[src/rtl/baud_tick_pkg.sv]
`timescale 1ns/1ps
// Package: shared constants, write-target and fractional-mode encodings,
// and the even-spread mask table used by the ratio helper.
package baud_tick_pkg;

    localparam int unsigned TICKS_PER_BIT = 16;
    localparam int unsigned IDX_W         = $clog2(TICKS_PER_BIT);

    typedef enum logic [1:0] {
        SEL_DIV   = 2'd0,
        SEL_MASK  = 2'd1,
        SEL_RATIO = 2'd2,
        SEL_COUNT = 2'd3
    } wr_sel_e;

    typedef enum logic {
        FRAC_MASK  = 1'b0,
        FRAC_COUNT = 1'b1
    } frac_mode_e;

    // Maps a remainder of 0..15 to a mask with that many bits set,
    // spread across the bit period instead of packed together.
    function automatic logic [TICKS_PER_BIT-1:0] spread_mask(input logic [IDX_W-1:0] rem);
        logic [TICKS_PER_BIT-1:0] m;
        case (rem)
            4'd0:    m = 16'h0000;
            4'd1:    m = 16'h0080;
            4'd2:    m = 16'h0808;
            4'd3:    m = 16'h0888;
            4'd4:    m = 16'h2222;
            4'd5:    m = 16'h4924;
            4'd6:    m = 16'h4A52;
            4'd7:    m = 16'h54AA;
            4'd8:    m = 16'h5555;
            4'd9:    m = 16'hD555;
            4'd10:   m = 16'hD5D5;
            4'd11:   m = 16'hDDD5;
            4'd12:   m = 16'hDDDD;
            4'd13:   m = 16'hDFDD;
            4'd14:   m = 16'hDFDF;
            default: m = 16'hFFDF;
        endcase
        return m;
    endfunction

endpackage

[src/rtl/baud_ratio_split.sv]
`timescale 1ns/1ps
// Module: baud_ratio_split
// Splits a clock-to-baud ratio into the integer divisor and a spread mask.
// Assumes the ratio is at least 16, so that the divisor does not wrap.
module baud_ratio_split
    import baud_tick_pkg::*;
#(
    parameter int unsigned DIV_W = 12
) (
    input  logic [DIV_W+IDX_W-1:0]   ratio,
    output logic [DIV_W-1:0]         div_val,
    output logic [TICKS_PER_BIT-1:0] mask_val
);

    // Divisor is the whole-tick part of the ratio, minus one.
    assign div_val  = ratio[DIV_W+IDX_W-1:IDX_W] - DIV_W'(1);
    // The mask comes from the remainder through the spread table.
    assign mask_val = spread_mask(ratio[IDX_W-1:0]);

endmodule

[src/rtl/baud_cfg_regs.sv]
`timescale 1ns/1ps
// Module: baud_cfg_regs
// Holds the written settings (shadow) and the settings in use (active).
// The active copy reloads from the next shadow value every cycle while the
// block is disabled, and at the bit-boundary edge while it runs. A write in
// the boundary cycle therefore applies to the following bit.
// Assumes DIV_W+4 >= 16, so that a full mask fits in one write word.
module baud_cfg_regs
    import baud_tick_pkg::*;
#(
    parameter int unsigned DIV_W = 12
) (
    input  logic                     clk,
    input  logic                     rst_n,
    input  logic                     en,
    input  logic                     bit_end,
    input  logic                     wr_en,
    input  logic [1:0]               wr_sel,
    input  logic [DIV_W+IDX_W-1:0]   wr_data,
    output logic [DIV_W-1:0]         act_div,
    output logic [TICKS_PER_BIT-1:0] act_frac,
    output frac_mode_e               act_mode
);

    logic [DIV_W-1:0]         sh_div,  nxt_div;
    logic [TICKS_PER_BIT-1:0] sh_frac, nxt_frac;
    frac_mode_e               sh_mode, nxt_mode;
    logic [DIV_W-1:0]         split_div;
    logic [TICKS_PER_BIT-1:0] split_mask;

    baud_ratio_split #(.DIV_W(DIV_W)) u_split (
        .ratio    (wr_data),
        .div_val  (split_div),
        .mask_val (split_mask)
    );

    // Next shadow value: the current shadow with this cycle's write merged in.
    always_comb begin
        nxt_div  = sh_div;
        nxt_frac = sh_frac;
        nxt_mode = sh_mode;
        if (wr_en) begin
            case (wr_sel_e'(wr_sel))
                SEL_DIV:   nxt_div = wr_data[DIV_W-1:0];
                SEL_MASK: begin
                    nxt_frac = wr_data[TICKS_PER_BIT-1:0];
                    nxt_mode = FRAC_MASK;
                end
                SEL_RATIO: begin
                    nxt_div  = split_div;
                    nxt_frac = split_mask;
                    nxt_mode = FRAC_MASK;
                end
                default: begin
                    nxt_frac = {{(TICKS_PER_BIT-IDX_W){1'b0}}, wr_data[IDX_W-1:0]};
                    nxt_mode = FRAC_COUNT;
                end
            endcase
        end
    end

    // Shadow registers take every write.
    always_ff @(posedge clk) begin
        if (!rst_n) begin
            sh_div  <= '0;
            sh_frac <= '0;
            sh_mode <= FRAC_MASK;
        end else begin
            sh_div  <= nxt_div;
            sh_frac <= nxt_frac;
            sh_mode <= nxt_mode;
        end
    end

    // Active registers follow the shadow only when idle or at a bit boundary.
    always_ff @(posedge clk) begin
        if (!rst_n) begin
            act_div  <= '0;
            act_frac <= '0;
            act_mode <= FRAC_MASK;
        end else if (!en || bit_end) begin
            act_div  <= nxt_div;
            act_frac <= nxt_frac;
            act_mode <= nxt_mode;
        end
    end

endmodule

[src/rtl/baud_slot_sel.sv]
`timescale 1ns/1ps
// Module: baud_slot_sel
// Decides whether the current tick gets one extra reference cycle. Mask mode
// uses frac[idx]. Count mode builds a thermometer from frac[3:0], so the
// first ticks of the bit are the long ones.
module baud_slot_sel
    import baud_tick_pkg::*;
(
    input  frac_mode_e               mode,
    input  logic [TICKS_PER_BIT-1:0] frac,
    input  logic [IDX_W-1:0]         idx,
    output logic                     extra
);

    logic [TICKS_PER_BIT-1:0] therm;
    logic [TICKS_PER_BIT-1:0] slots;

    // One thermometer bit per tick position: set when the position is below the count.
    for (genvar k = 0; k < TICKS_PER_BIT; k++) begin : g_therm
        assign therm[k] = (IDX_W'(k) < frac[IDX_W-1:0]);
    end

    // Pick the slot vector for the mode, then the bit for this tick.
    assign slots = (mode == FRAC_MASK) ? frac : therm;
    assign extra = slots[idx];

endmodule

[src/rtl/baud_tick_core.sv]
`timescale 1ns/1ps
// Module: baud_tick_core
// Counts reference cycles to (div + extra) and then raises tick. It also
// steps the 4-bit tick index, and raises bit_end on index 15. Both counters
// are held at zero while en is low.
module baud_tick_core
    import baud_tick_pkg::*;
#(
    parameter int unsigned DIV_W = 12
) (
    input  logic             clk,
    input  logic             rst_n,
    input  logic             en,
    input  logic [DIV_W-1:0] div,
    input  logic             extra,
    output logic [IDX_W-1:0] idx,
    output logic             tick,
    output logic             bit_end
);

    localparam int unsigned CNT_W = DIV_W + 1;

    logic [CNT_W-1:0] cnt;
    logic [CNT_W-1:0] last;

    // Last count value of this tick: div, or div+1 when the slot is long.
    assign last    = {1'b0, div} + CNT_W'(extra);
    assign tick    = en && (cnt == last);
    assign bit_end = tick && (idx == IDX_W'(TICKS_PER_BIT - 1));

    // Cycle counter and tick index.
    always_ff @(posedge clk) begin
        if (!rst_n || !en) begin
            cnt <= '0;
            idx <= '0;
        end else if (tick) begin
            cnt <= '0;
            idx <= idx + IDX_W'(1);
        end else begin
            cnt <= cnt + CNT_W'(1);
        end
    end

endmodule

[src/rtl/baud_tick_gen.sv]
`timescale 1ns/1ps
// Module: baud_tick_gen (top)
// Fractional 16x baud tick generator. It has a configuration write port, an
// enable input, and tick and bit-boundary outputs.
// Assumes writes of a ratio below 16 are never made.
module baud_tick_gen
    import baud_tick_pkg::*;
#(
    parameter int unsigned DIV_W = 12
) (
    input  logic                   clk,
    input  logic                   rst_n,
    input  logic                   en,
    input  logic                   wr_en,
    input  logic [1:0]             wr_sel,
    input  logic [DIV_W+IDX_W-1:0] wr_data,
    output logic                   tick,
    output logic                   bit_end
);

    logic [DIV_W-1:0]         act_div;
    logic [TICKS_PER_BIT-1:0] act_frac;
    frac_mode_e               act_mode;
    logic [IDX_W-1:0]         idx;
    logic                     extra;

    baud_cfg_regs #(.DIV_W(DIV_W)) u_cfg (
        .clk      (clk),
        .rst_n    (rst_n),
        .en       (en),
        .bit_end  (bit_end),
        .wr_en    (wr_en),
        .wr_sel   (wr_sel),
        .wr_data  (wr_data),
        .act_div  (act_div),
        .act_frac (act_frac),
        .act_mode (act_mode)
    );

    baud_slot_sel u_slot (
        .mode  (act_mode),
        .frac  (act_frac),
        .idx   (idx),
        .extra (extra)
    );

    baud_tick_core #(.DIV_W(DIV_W)) u_core (
        .clk     (clk),
        .rst_n   (rst_n),
        .en      (en),
        .div     (act_div),
        .extra   (extra),
        .idx     (idx),
        .tick    (tick),
        .bit_end (bit_end)
    );

endmodule

[config.mk]
export PLATFORM = sky130hd
export DESIGN_NAME = baud_tick_gen
export DESIGN_NICKNAME = d
export VERILOG_FILES = /design/src/rtl/baud_tick_pkg.sv /design/src/rtl/baud_ratio_split.sv /design/src/rtl/baud_cfg_regs.sv /design/src/rtl/baud_slot_sel.sv /design/src/rtl/baud_tick_core.sv /design/src/rtl/baud_tick_gen.sv
export SDC_FILE = /design/constraint.sdc
export NUM_CORES = 1
export LEC_CHECK = 0
export BUFFER_PORTS_ARGS = -buffer_cell sky130_fd_sc_hd__buf_2
export CELL_PAD_IN_SITES_DETAIL_PLACEMENT = 0
export CELL_PAD_IN_SITES_GLOBAL_PLACEMENT = 1
export CORE_MARGIN = 2
export CORE_UTILIZATION = 35
export DETAILED_ROUTE_END_ITERATION = 8
export GPL_TIMING_DRIVEN = 0
export PLACE_DENSITY = 0.73
export SETUP_SLACK_MARGIN = 0.5
export SLEW_MARGIN = 20
export SYNTH_ARGS = -nofsm -noshare
export SYNTH_HDL_FRONTEND = slang
export SYNTH_HIERARCHICAL = 1
export SYNTH_SLANG_ARGS = --single-unit
[constraint.sdc]
create_clock -name clk -period 5.4 [get_ports clk]
set_input_delay 1.08 -clock clk [delete_from_list [all_inputs] [get_ports clk]]
set_output_delay 1.08 -clock clk [all_outputs]
set_load 0.02 [all_outputs]
==> summary.txt <==
Clock tree
  • Cts bufs inserted: 9
  • CTS Hold Buffers Added: 0
  • CTS Buffer Depth: 2
  • Clk root buf: clkbuf_16
  • Clk_lat worst skew: 0.33 ns
  • H-tree Lvls: 3
  • Clock sinks: 75
  • Clock slew at reported path FFs: 0.06 ns
  • CTS tree: done

Die
  • Die Wd: 117.4 um
  • I/O Pins: 24
  • Die ar.: 13,790 sq um
  • Die Y: 117.4 um
  • Core ar.: 12,570 sq um
  • Std cell rows: 41
  • Initial core utilization: 35.83%

Pwr
  • Max IR drop VDD: 153.6 uV
  • Power Density: 289.7 nW/um^2
  • Sw Ratio: 25.26%
  • Design internal power: 1.152 mW
  • Pleak: 1.954 nW
  • Clk pwr share: 45.6%
  • Comb power frac: 15.4%
  • Flop pwr share: 39.0%
  • Switching power: 0.3895 mW
  • Power Total: 1.542 mW

STA
  • Highest clock rate: 206.5 MHz
  • Final hold violations: 0
  • Final worst path period share: 89.70%
  • RSZ-0062 raised after global routing: yes
  • Fin. max-slew vios: 0
  • Worst slew margin relative to its limit: 57.59%
  • Setup TNS: 0 ns
  • Final Setup Violations: 0
  • Clk_skew: 0.008133 ns
  • Min Tclk post-route: 4.844 ns
  • Worst-Margin Slew: 0.6313 ns

Logic synthesis
  • Ys Warns: 6
  • Synth unique cells: 65
  • #FFs+latches synth: 75
  • Dominant cells by area after synthesis: dfxtp_1, xnor2_1, mux2_2
  • Syn nets: 547
  • Largest area contributor in the netlist: dfxtp_1
  • Post-Syn Area: 4503 sq um
  • Synthesized area per cell: 8.761 sq um
  • Post-synth EDFFs: 0
  • Ys async rst share: 0%
  • Synth Instances: 514
  • Most used DFF post-synth: dfxtp_1
  • Sequential fraction of the synthesis area: 33.34%
  • Share of the synthesized area in the top cell type: 33.34%

Worst setup path
  • R2R Path Start: u_core/idx[0]
  • Critical Path Start: u_core/idx[0]
  • Critical Path Sink: bit_end
  • Required @ worst endpoint: 4.32 ns
  • R2R Setup Slk: 1.00 ns
  • Critical path class: reg2out
  • Setup crit end kind: output port
  • FF-to-FF End: u_cfg/act_mode
  • Critical path fanouts, max: 7
  • Worst Setup Start Kind: flip-flop
  • Data arrival, critical path: 3.76 ns
  • Worst r2r path cells: 20

Global routing
  • Pin count of the biggest net entering global routing: 14
  • Vias in the first global route: 3,776
  • First-pass GRT wire length: 19,390 um
  • Global route overflow: 0
  • Antenna violations before repair: 0
  • Global-route usage over all layers: 17.37%

Drt
  • Total Routed Length: 11,960 um
  • Vias: 3,876
  • Drt pass-1 iters: 4
  • 1st-iter DRT viols: 178
  • Routed Antenna Nets: 0
  • Via/cell ratio: 5.331
  • Drt drc: 0
  • Avg WL per Cell: 16.46 um

Finish
  • P&R area growth vs syn: 18.20%
  • Most common cell after layout, fill and taps aside: dfxtp_1
  • Commonest cells after routing, fill and taps aside: dfxtp_1, nand2_1, nor2_1
  • Layout Nets: 583
  • Layout cells sized above 1: 22.16%
  • Ant. Diodes: 0

Run status
  • Status: finished, final reports clean

Placed design
  • PortBufs: 21
  • Hpwl dp: 8670 um
  • RePlAce Congestion: 0.8478

Min path
  • Worst hold path type: reg2reg
  • Hold Startpoint: u_core/cnt[0]

Run
  • Max-cap violations: 0
==> synthesized netlist by cell type (15+ instances only) <==
master,instances
a21o_1,17
a21oi_1,15
a31oi_1,15
dfxtp_1,75
inv_1,16
nand2_1,31
nand2b_1,15
nand3_1,27
nor2_1,30
nor2b_1,20
o21ai_0,20
o22ai_1,17
xnor2_1,19
xor2_1,15
==> kinds of logic after synthesis <==
group / count (synthesis) / synth area share [%]
AO/OA/AOI/OAI: 125 / 18.95
XOR/XNOR: 34 / 6.613
adder cells (fa/ha/maj): 13 / 3.556
buffers and inverters: 52 / 6.113
flip-flops: 75 / 33.34
multiplexers: 30 / 8.030
AND/OR/NAND/NOR: 185 / 23.40
==> repair_timing <==
action,CTS,global route
hold endpoints to repair,0,0
endpoints found under the setup margin,2,1
buffers inserted,1,3
pin swaps,4,13
resized for setup,9,19
==> final cells by class <==
| type | count | area (sq um) |
|---|---|---|
| fillers | 1247 | 7246 |
| multi-input cells | 387 | 2824 |
| flip-flops and latches | 75 | 1505 |
| clock buffers | 10 | 239.0 |
| plain buffers | 36 | 221.5 |
| well taps | 172 | 215.2 |
| repair buffers | 25 | 145.1 |
| clock inverters | 6 | 112.6 |
| inverters | 16 | 60.06 |
==> power by group through the flow <==
stage | Sequential, mW | Combinational [mW] | Clock (mW)
floorplan | 0.607 | 0.160 | 0
global placement | 0.612 | 0.219 | 0
detailed placement | 0.613 | 0.221 | 0
CTS | 0.602 | 0.228 | 0.716
global route | 0.606 | 0.259 | 0.738
finish | 0.602 | 0.237 | 0.703
==> worst min-delay path by stage <==
stage                                to  slack (ns)  cells past startpoint
after global placement    u_core/cnt[0]        0.46                      1
final                     u_core/cnt[0]        0.48                      1
after detailed placement  u_core/cnt[0]        0.47                      1
after global routing      u_core/cnt[0]        0.49                      1
after CTS                 u_core/cnt[0]        0.48                      1
after floorplan           u_core/cnt[0]        0.44                      1
==> critical path: stages, from the launching register on <==
cell       delay [ns]
dfxtp_4          0.35
buf_8            0.13
nand2b_4         0.13
maj3_2           0.32
maj3_2           0.32
o211ai_2         0.19
ha_2             0.22
ha_4             0.16
nand3_4          0.11
buf_6            0.15
nor3_2           0.15
a31oi_1          0.08
nor4_2           0.41
o2111ai_4        0.20
nor2_1           0.14
and4_1           0.24
buf_6            0.13
==> registers in the layout (all words and copies together) (netlist names) <==
register and count:
u_cfg/act_frac 16, u_core/cnt 13, u_cfg/act_mode 1, u_cfg/sh_frac 16, u_cfg/sh_mode 1, u_cfg/act_div 12
u_cfg/sh_div 12, u_core/idx 4
==> per-stage QoR <==
stage | worst slack [ns] | area, sq um | hold WS, ns | instances | utilization, %
floorplan | 0.7866 | 4503 | 0.4404 | 514 | -
global placement | 0.5894 | 4823 | 0.4579 | 707 | 38.38
detailed placement | 0.5258 | 4823 | 0.4710 | 707 | 38.38
CTS | 0.5096 | 5225 | 0.4836 | 724 | 41.57
global route | 0.3781 | 5323 | 0.4900 | 727 | 42.35
finish | 0.5565 | 5323 | 0.4808 | 727 | 42.35
==> layer usage <==
| metal | wire length, um | track usage, % | vias up |
|---|---|---|---|
| li1 | - | - | 1904 |
| met1 | 5529 | 22.89 | 1892 |
| met2 | 5810 | 29.46 | 68 |
| met3 | 477 | 2.578 | 12 |
| met4 | 146 | 5.120 | 0 |
| met5 | 0 | 0 | - |
Note: power is estimated with default switching activity, not from simulation.
